### config.mk
export PLATFORM = sky130hd
export DESIGN_NAME = tlb_xlate
export DESIGN_NICKNAME = d
export VERILOG_FILES = /design/src/rtl/tlb_pkg.sv /design/src/rtl/tlb_rr_ptr.sv /design/src/rtl/tlb_perm_check.sv /design/src/rtl/tlb_entry_array.sv /design/src/rtl/tlb_xlate.sv
export SDC_FILE = /design/constraint.sdc
export NUM_CORES = 1
export LEC_CHECK = 0
export ABC_AREA = 1
export CORE_MARGIN = 5
export CORE_UTILIZATION = 37
export DETAILED_ROUTE_END_ITERATION = 8
export GPL_TIMING_DRIVEN = 1
export PLACE_DENSITY_LB_ADDON = 0.08
export SETUP_SLACK_MARGIN = 0.15
export SLEW_MARGIN = 20
export SYNTH_ARGS = -nofsm -noshare
export SYNTH_HDL_FRONTEND = slang
export SYNTH_SLANG_ARGS = --single-unit
export TNS_END_PERCENT = 5
### constraint.sdc
create_clock -name clk -period 5.5 [get_ports clk]
set_input_delay 0.825 -clock clk [delete_from_list [all_inputs] [get_ports clk]]
set_output_delay 0.825 -clock clk [all_outputs]
set_load 0.1 [all_outputs]
### src/rtl/tlb_pkg.sv
package tlb_pkg;

  typedef enum logic [1:0] {
    FLT_ABSENT   = 2'd0,
    FLT_READONLY = 2'd1,
    FLT_NOEXEC   = 2'd2,
    FLT_SUPER    = 2'd3
  } flt_code_e;

  typedef struct packed {
    logic present;
    logic ro;
    logic exec;
    logic sup;
  } pte_perm_t;

endpackage

### src/rtl/tlb_rr_ptr.sv
module tlb_rr_ptr #(
  parameter int ENTRIES = 8,
  localparam int IDX_W = $clog2(ENTRIES)
) (
  input  logic             clk,
  input  logic             rst_n,
  input  logic             adv,
  output logic [IDX_W-1:0] ptr
);
  localparam logic [IDX_W-1:0] LAST = IDX_W'(ENTRIES - 1);

  always_ff @(posedge clk) begin
    if (!rst_n)   ptr <= '0;
    else if (adv) ptr <= (ptr == LAST) ? '0 : ptr + 1'b1;
  end
endmodule

### src/rtl/tlb_perm_check.sv
module tlb_perm_check
  import tlb_pkg::*;
(
  input  pte_perm_t   perm,
  input  logic        acc_write,
  input  logic        acc_fetch,
  input  logic        acc_user,
  output logic        fault,
  output flt_code_e   code
);
  always_comb begin
    fault = 1'b1;
    code  = FLT_ABSENT;
    if (!perm.present)                code = FLT_ABSENT;
    else if (acc_write && perm.ro)    code = FLT_READONLY;
    else if (acc_fetch && !perm.exec) code = FLT_NOEXEC;
    else if (acc_user && perm.sup)    code = FLT_SUPER;
    else                              fault = 1'b0;
  end
endmodule

### src/rtl/tlb_entry_array.sv
module tlb_entry_array
  import tlb_pkg::*;
#(
  parameter int ENTRIES = 8,
  parameter int VPN_W   = 12,
  localparam int IDX_W  = $clog2(ENTRIES)
) (
  input  logic             clk,
  input  logic             rst_n,
  input  logic             flush,
  input  logic             fill_en,
  input  logic [IDX_W-1:0] fill_idx,
  input  logic [VPN_W-1:0] fill_vpn,
  input  logic [VPN_W-1:0] fill_pfn,
  input  pte_perm_t        fill_perm,
  input  logic [VPN_W-1:0] lkp_vpn,
  input  logic             upd_en,
  input  logic             upd_write,
  output logic             hit,
  output logic [IDX_W-1:0] hit_idx,
  output logic [VPN_W-1:0] hit_pfn,
  output pte_perm_t        hit_perm,
  output logic             hit_mod
);
  logic [ENTRIES-1:0] used_q, acc_q, mod_q, match;
  logic [VPN_W-1:0]   vpn_q  [ENTRIES];
  logic [VPN_W-1:0]   pfn_q  [ENTRIES];
  pte_perm_t          perm_q [ENTRIES];

  for (genvar g = 0; g < ENTRIES; g++) begin : g_slot
    always_ff @(posedge clk) begin
      if (!rst_n) begin
        used_q[g] <= 1'b0;
        acc_q[g]  <= 1'b0;
        mod_q[g]  <= 1'b0;
        vpn_q[g]  <= '0;
        pfn_q[g]  <= '0;
        perm_q[g] <= '0;
      end else if (flush) begin
        used_q[g] <= 1'b0;
      end else if (fill_en && fill_idx == IDX_W'(g)) begin
        used_q[g] <= 1'b1;
        acc_q[g]  <= 1'b0;
        mod_q[g]  <= 1'b0;
        vpn_q[g]  <= fill_vpn;
        pfn_q[g]  <= fill_pfn;
        perm_q[g] <= fill_perm;
      end else if (upd_en && hit_idx == IDX_W'(g)) begin
        acc_q[g] <= 1'b1;
        if (upd_write) mod_q[g] <= 1'b1;
      end
    end
    assign match[g] = used_q[g] && (vpn_q[g] == lkp_vpn);
  end

  always_comb begin
    hit_idx = '0;
    for (int i = ENTRIES - 1; i >= 0; i--)
      if (match[i]) hit_idx = IDX_W'(i);
  end

  assign hit      = |match;
  assign hit_pfn  = pfn_q[hit_idx];
  assign hit_perm = perm_q[hit_idx];
  assign hit_mod  = mod_q[hit_idx];
endmodule

### src/rtl/tlb_xlate.sv
module tlb_xlate
  import tlb_pkg::*;
#(
  parameter int ADDR_W  = 32,
  parameter int OFF_W   = 20,
  parameter int ENTRIES = 8,
  localparam int VPN_W  = ADDR_W - OFF_W,
  localparam int IDX_W  = $clog2(ENTRIES)
) (
  input  logic              clk,
  input  logic              rst_n,
  input  logic              mode_wr_en,
  input  logic              mode_virt,
  input  logic              ptbase_wr,
  input  logic              fill_en,
  input  logic [VPN_W-1:0]  fill_vpn,
  input  logic [VPN_W-1:0]  fill_pfn,
  input  logic              fill_present,
  input  logic              fill_ro,
  input  logic              fill_exec,
  input  logic              fill_sup,
  input  logic              req_valid,
  output logic              req_ready,
  input  logic [ADDR_W-1:0] req_vaddr,
  input  logic              req_write,
  input  logic              req_fetch,
  input  logic              req_user,
  output logic              rsp_valid,
  input  logic              rsp_ready,
  output logic [ADDR_W-1:0] rsp_paddr,
  output logic              rsp_miss,
  output logic              rsp_fault,
  output logic [1:0]        rsp_fcode,
  output logic              rsp_accessed,
  output logic              rsp_modified
);
  logic             virt_q, accept, hit, hit_mod, perm_fault, upd_en;
  logic [IDX_W-1:0] rr_ptr, hit_idx;
  logic [VPN_W-1:0] hit_pfn;
  pte_perm_t        hit_perm, fill_perm;
  flt_code_e        perm_code;
  logic             fill_take;

  assign req_ready = !rsp_valid || rsp_ready;
  assign accept    = req_valid && req_ready;
  assign fill_take = fill_en && !ptbase_wr;
  assign fill_perm = '{present: fill_present, ro: fill_ro, exec: fill_exec, sup: fill_sup};

  always_ff @(posedge clk) begin
    if (!rst_n)          virt_q <= 1'b0;
    else if (mode_wr_en) virt_q <= mode_virt;
  end

  tlb_rr_ptr #(.ENTRIES(ENTRIES)) u_rr (
    .clk(clk), .rst_n(rst_n), .adv(fill_take), .ptr(rr_ptr)
  );

  tlb_entry_array #(.ENTRIES(ENTRIES), .VPN_W(VPN_W)) u_arr (
    .clk(clk), .rst_n(rst_n), .flush(ptbase_wr),
    .fill_en(fill_take), .fill_idx(rr_ptr), .fill_vpn(fill_vpn),
    .fill_pfn(fill_pfn), .fill_perm(fill_perm),
    .lkp_vpn(req_vaddr[ADDR_W-1:OFF_W]),
    .upd_en(upd_en), .upd_write(req_write),
    .hit(hit), .hit_idx(hit_idx), .hit_pfn(hit_pfn),
    .hit_perm(hit_perm), .hit_mod(hit_mod)
  );

  tlb_perm_check u_perm (
    .perm(hit_perm), .acc_write(req_write), .acc_fetch(req_fetch),
    .acc_user(req_user), .fault(perm_fault), .code(perm_code)
  );

  assign upd_en = accept && virt_q && hit && !perm_fault;

  always_ff @(posedge clk) begin
    if (!rst_n) begin
      rsp_valid    <= 1'b0;
      rsp_paddr    <= '0;
      rsp_miss     <= 1'b0;
      rsp_fault    <= 1'b0;
      rsp_fcode    <= '0;
      rsp_accessed <= 1'b0;
      rsp_modified <= 1'b0;
    end else if (accept) begin
      rsp_valid    <= 1'b1;
      rsp_paddr    <= '0;
      rsp_miss     <= 1'b0;
      rsp_fault    <= 1'b0;
      rsp_fcode    <= '0;
      rsp_accessed <= 1'b0;
      rsp_modified <= 1'b0;
      if (!virt_q) begin
        rsp_paddr <= req_vaddr;
      end else if (!hit) begin
        rsp_miss <= 1'b1;
      end else if (perm_fault) begin
        rsp_fault <= 1'b1;
        rsp_fcode <= perm_code;
      end else begin
        rsp_paddr    <= {hit_pfn, req_vaddr[OFF_W-1:0]};
        rsp_accessed <= 1'b1;
        rsp_modified <= hit_mod || req_write;
      end
    end else if (rsp_ready) begin
      rsp_valid <= 1'b0;
    end
  end
endmodule

; ---- Yosys cells after proc, flatten, opt, wreduce, memory -nomap -nowiden
; Memory sizes are Yosys's and may differ from the RTL's.
; Index checks and enable logic that the tools add are counted.
[totals]
input_bits = 71
regBits = 59
n_memories = 3
ram_bits = 224
[memory_table]
columns = name, words, width, rd, rd_ports_with_merged_regs, write_ports, line
row1 = u_arr.pfn_q, 8, 12, 1, 0, 8, tlb_entry_array.sv:27  ; logic [VPN_W-1:0] pfn_q [ENTRIES];
row2 = u_arr.vpn_q, 8, 12, 8, 0, 8, tlb_entry_array.sv:26  ; logic [VPN_W-1:0] vpn_q [ENTRIES];
row3 = u_arr.perm_q, 8, 4, 1, 0, 8, tlb_entry_array.sv:28  ; pte_perm_t perm_q [ENTRIES];
[classes]
n_reduce_logical = 67
n_eq_ne = 22
mux = 112
n_lt_le_gt_ge = 1
n_bitwise = 26
add_sub_neg = 1
[op_table]
columns = operator, count
row1 = $mux W12, 16
row2 = $eq A12 B12 Y1, 8
row3 = $mux W32, 3
row4 = $mux W1, 68
row5 = $reduce_bool A2 Y1, 17
row6 = $logic_and A1 B1 Y1, 32
row7 = $mux W4, 8
row8 = $mux W3, 9
row9 = $eq A3 B3 Y1 const B, 8
row10 = $or A1 B1 Y1, 24
row11 = $reduce_and A3 Y1, 8
row12 = $mux W2, 7
row13 = $eq A3 B2 Y1 const B, 4
row14 = $reduce_or A8 Y1, 1
row15 = $eq A3 B1 Y1 const B, 2
row16 = $logic_not A3 Y1, 2
row17 = $logic_not A1 Y1, 4
row18 = $lt A3 B4 Y1 const B, 1
row19 = $add A3 B1 Y3 const B, 1
row20 = $bmux W1 S3, 1
row21 = $logic_or A1 B1 Y1, 2
row22 = $not A1 Y1, 2
row23 = $reduce_or A2 Y1, 1

; ---- Logic depth before layout (Yosys ltp)
; An unclocked memory read counts as a cell.
[logic_depth]
word_depth = 21
mapped_depth = 30
depth_no_buf = 27

; ---- Modules after synthesis
; From an unflattened synthesis, not the netlist that was laid out.
[hier_totals]
cells_unflattened = 1699
hier_area_um2 = 14300.0
[modules_own_cells]
columns = mod, cells_each, area_per_inst_um2, instances
row1 = tlb_entry_array, 1430, 12376.9, 1
row2 = tlb_xlate, 240, 1724.2, 1
row3 = tlb_rr_ptr, 18, 138.9, 1
row4 = tlb_perm_check, 11, 60.1, 1

; ---- Worst setup path before layout
; Ideal clock, no wire load.
[synth_path]
path_kind = input -> register
from = input req_vaddr[23]
to = register rsp_paddr[4]
n_path_buf = 5
setup_time_ps = 71
t_arrival_ps = 3027
cell_stages = 26
slack_ps = 2403
path_cell_list = buf_4 -> inv_2 -> buf_6 -> o22ai_1 -> nor2_1 -> nand3_1 -> nor2_1 -> nand2_1 -> nand2_1 -> inv_2 -> nand2_1 -> nand2_2 -> buf_6 -> nand2_2 -> buf_6 -> o21ai_1 -> inv_2 -> nand2_1 -> nand2_1 -> nand2_2 -> nor2_4 -> nand2_2 -> nand2_4 -> buf_8 -> nand2_2 -> a21oi_2
[synth_between]
elab_chain_len = 19
word_cells_on_any_way = 37
[synth_lines]
columns = item, line
row1 = "start, declared", tlb_xlate.sv:24  ; input logic [ADDR_W-1:0] req_vaddr,
row2 = $eq A12 B12 Y1, tlb_entry_array.sv:53  ; assign match[g] = used_q[g] && (vpn_q[g] == lkp_vpn);
row3 = $logic_and A1 B1 Y1, tlb_entry_array.sv:53
row4 = $mux W3 (8 in series), tlb_entry_array.sv:59  ; if (match[i]) hit_idx = IDX_W'(i);
row5 = $mem_v2 Z8 W4, --
row6 = $logic_and A1 B1 Y1 / $logic_not A1 Y1 (equally long branches), "tlb_perm_check.sv:17, tlb_perm_check.sv:16"
row7 = $mux W1 / $logic_and A1 B1 Y1 (equally long branches), "tlb_perm_check.sv:17, tlb_perm_check.sv:16"
row8 = $mux W1, tlb_perm_check.sv:16  ; else if (acc_fetch && !perm.exec) code = FLT_NOEXEC;
row9 = $mux W1, tlb_perm_check.sv:15  ; else if (acc_write && perm.ro) code = FLT_READONLY;
row10 = $mux W1, tlb_perm_check.sv:14  ; if (!perm.present) code = FLT_ABSENT;
row11 = $mux W32, tlb_xlate.sv:96  ; end else if (perm_fault) begin
row12 = $mux W32 *, tlb_xlate.sv:94  ; end else if (!hit) begin
row13 = $mux W32 *, tlb_xlate.sv:92  ; if (!virt_q) begin
row14 = "end signal, assigned", tlb_xlate.sv:93  ; rsp_paddr <= req_vaddr;
row15 = "end signal, assigned", tlb_xlate.sv:100  ; rsp_paddr <= {hit_pfn, req_vaddr[OFF_W-1:0]};
row16 = "end, declared", tlb_xlate.sv:30  ; output logic [ADDR_W-1:0] rsp_paddr,
; Every way passes the cells marked *; elsewhere a longest branch is shown, timed or not.
; A chain may end at the register's enable or synchronous reset.

; ---- Final worst setup path
[layout_path]
from = input req_vaddr[27]
to = register rsp_paddr[28]
; Same word-level chain as after synthesis.

==> flow_metrics.py <==
metrics = {
    "status": {
        "status": "complete, no violations",
    },
    "place": {
        "place_ws_ns": 0.841,
        "hpwl_um": 31600,
        "globalplace.congestion": 0.904,
        "port_buffers": 110,
        "placed_cell_area_um2": 15800,
    },
    "drt": {
        "routedWlPerCell_um": 20.5,
        "drtPass1Iterations": 7,
        "vias": 11500,
        "drc": 0,
        "wl_um": 46400,
        "vias_per_cell": 5.08,
        "drt_iter0_drc": 864,
        "antenna_left": 0,
    },
    "clocking": {
        "numCtsBuffers": 34,
        "htreeDepth": 2,
        "clk_pin_slew_ns": 0.06,
        "post-cts-setup-buffers": 0,
        "cts_hold_buf": 0,
        "cts_max_path_buffers": 3,
        "root_buffer": "clkbuf_16",
        "ctsResizeCount": 0,
        "cts_tree": "yes",
        "clock-sinks": 283,
        "insertion_delay_ns": 0.53,
    },
    "logic_synthesis": {
        "seq_area_frac_synth": 0.560,
        "syn_inst": 1622,
        "async_reset_ff_frac": 0,
        "synthesis.area_um2": 14100,
        "yosysTopAreaCellShare": 0.476,
        "synthTopCellsByArea": "edfxtp_1 48%, nor2_1 11%, dfxtp_1 8.4%",
        "yosysTopAreaCell": "edfxtp_1",
        "syn_nets": 1699,
        "ys.flop_type": "edfxtp_1",
        "yosys_warnings": 0,
        "syn_avg_cell_area_um2": 8.71,
        "synth_edf_count": 224,
        "ys_ff_latch": 283,
        "synth_cell_types": 42,
    },
    "floorplan": {
        "num_rows": 71,
        "start_util": 0.375,
        "die_h_um": 205,
        "die-area_um2": 42200,
        "fp.coreArea_um2": 37700,
        "die_x_um": 205,
        "io_pins": 111,
    },
    "pwr": {
        "peakVddDrop_mv": 0.218,
        "p_leak_nw": 6.82,
        "power.density_nw_per_um2": 308,
    },
    "finish": {
        "final_cell_mix": "402 x nor2_1, 266 x nand2_1, 224 x edfxtp_1",
        "ff_latch_area_um2": 7910,
        "multiInputGateArea_um2": 5180,
        "area_growth_pct": 19.1,
        "final_common_cell": "nor2_1",
        "final_util": 0.447,
        "drive_gt1_frac": 0.110,
        "fillers": 3821,
        "post-route-cell-area_um2": 16800,
        "antenna_cells": 0,
        "fin_nets": 1809,
    },
    "hold_path": {
        "holdPathEnd": "u_arr.mod_q[4]$_SDFFE_PN0P_",
        "hp-start": "u_arr.mod_q[4]$_SDFFE_PN0P_",
        "min_path_cells": 2,
        "min_path_type": "reg2reg",
    },
    "grt": {
        "grt_pass1_vias": 11300,
        "grt_pass1_wl_um": 69200,
        "track_usage": 0.219,
        "antenna_found_initial": 0,
        "grt_max_degree": 61,
        "overflow": 0,
    },
    "worst_setup_path": {
        "crit_path_frequent_cell": "nand2_2",
        "crit_family": "buffers and inverters",
        "crit_slowest_cell": "clkdlybuf4s50_1",
        "timing.rr.end": "rsp_paddr[28]$_SDFFE_PN0P_",
        "crit_required_ns": 5.97,
        "worst_setup_path_start_kind": "primary input",
        "ff2ff_path_depth": 17,
        "path_class": "in2reg",
        "cp_max_fo": 26,
        "worst_setup_path_end_kind": "register",
        "ff2ff_setup_slack_ns": 2.30,
        "crit_arrival_ns": 4.62,
        "r2r-start": "u_arr.vpn_q[0][33]$_SDFFCE_PN0P_",
        "cp_cell_sequence": "clkdlybuf4s50_1 -> inv_2 -> a211oi_1 -> nand2_1 -> nor2_1 -> nand2_2 -> nand2_2 -> inv_2 -> nand2_2 -> inv_2 -> nand2_2 -> buf_4 -> o22ai_1 -> o21bai_1 -> o21ai_0 -> nand4_1 -> a21oi_1",
        "crit_buf_inv": 5,
        "slowest_delay_ns": 0.86,
    },
    "sta": {
        "finalHoldViolations": 0,
        "layout_setup_ws_ns": 1.35,
        "tightest_slew_ns": 1.12,
        "fin_crit_sh": 0.754,
        "clock_skew_ns": 0.0223,
        "final.setup.tns_ns": 0,
        "rsz0062_at_grt": "no",
        "relSlewSlack": 0.253,
        "max_freq_ghz": 0.241,
        "fin_crit_ns": 4.15,
        "maxSlewViolCount": 0,
        "finalSetupViolCount": 0,
    },
    "run": {
        "maxCapViolations": 0,
    },
}
## per-layer routing
metal  GRT usage  wire length [um]
met1       0.295             20500
met5           0                 0
met4      0.0778              1590
met2       0.358             21300
met3      0.0380              3080
## kinds of logic (layout without fill, tap and decap cells)
group | Yosys count | count (layout) | synth area share
simple gates | 876 | 876 | 0.268
buf+inv | 247 | 383 | 0.0745
flops | 283 | 283 | 0.560
xor+xnor | 26 | 26 | 0.0161
fa+ha+maj | 6 | 6 | 0.00531
compound gates | 184 | 184 | 0.0766
## Yosys cell counts (20+ instances only)
cell type,instances
clkbuf_1,39
edfxtp_1,224
a21oi_1,51
or2_2,23
nand2_2,32
nand3_1,41
a21oi_2,20
inv_1,160
o22ai_1,29
o21ai_0,59
nand2_1,270
dfxtp_1,59
nor2_1,402
nor3_1,28
nand4_1,50
## flip-flops by register name, summed over array words and instances, names as in the netlist, 2 cells and up
name	flops
rsp_fcode	2
rsp_paddr	32
u_arr.mod_q	8
u_arr.perm_q	32
u_arr.pfn_q	96
u_arr.used_q	8
u_arr.vpn_q	96
u_rr.ptr	3
## stage by stage
stage	total power (W)	hold WS, ns	std cells
finish	0.00519	0.454	2269
global route	0.00538	0.474	2269
CTS	0.00524	0.452	2269
detailed placement	0.00309	0.443	2207
global placement	0.00309	0.439	2207
floorplan	0.00286	0.430	1622
## final cells by class
cell class	count	area share
Clock buffer	46	0.0569
Clock inverter	16	0.00654
Inverter	180	0.0402
Multi-Input combinational cell	1092	0.308
Sequential cell	283	0.470
Tap cell	511	0.0380
Timing Repair Buffer	141	0.0808
## worst max-delay path by stage
stage / cells past startpoint / end / startpoint
6_report: 17 / rsp_paddr[28]$_SDFFE_PN0P_ / req_vaddr[27]
5_1_grt: 24 / rsp_paddr[31]$_SDFFE_PN0P_ / req_vaddr[30]
4_1_cts: 17 / rsp_paddr[28]$_SDFFE_PN0P_ / req_vaddr[27]
3_3_place_gp: 17 / rsp_paddr[28]$_SDFFE_PN0P_ / req_vaddr[27]
3_5_place_dp: 17 / rsp_paddr[28]$_SDFFE_PN0P_ / req_vaddr[27]
2_1_floorplan: 26 / rsp_paddr[4]$_SDFFE_PN0P_ / req_vaddr[23]
## worst reg2reg max path, stage by stage, from the launching register on
cell,delay [ns]
edfxtp_1,0.44
nand2_1,0.13
nand2_1,0.05
nor3_1,0.13
nand2_1,0.07
nor3_1,0.22
nand2_1,0.15
nand2_1,0.19
inv_2,0.07
nand2_1,0.07
nand2_2,0.18
nand2_2,0.16
buf_4,0.34
o22ai_1,0.14
o21bai_1,0.16
o21ai_0,0.35
nand4_1,0.14
a21oi_1,0.14
## power breakdown
part / switching [W] / total [W] / internal (W)
sequential: 0.0000475 / 0.00245 / 0.00240
combinational: 0.000421 / 0.000592 / 0.000171
clock: 0.000918 / 0.00215 / 0.00123
total: 0.00139 / 0.00519 / 0.00380
Power figures use the tool's default switching activity.
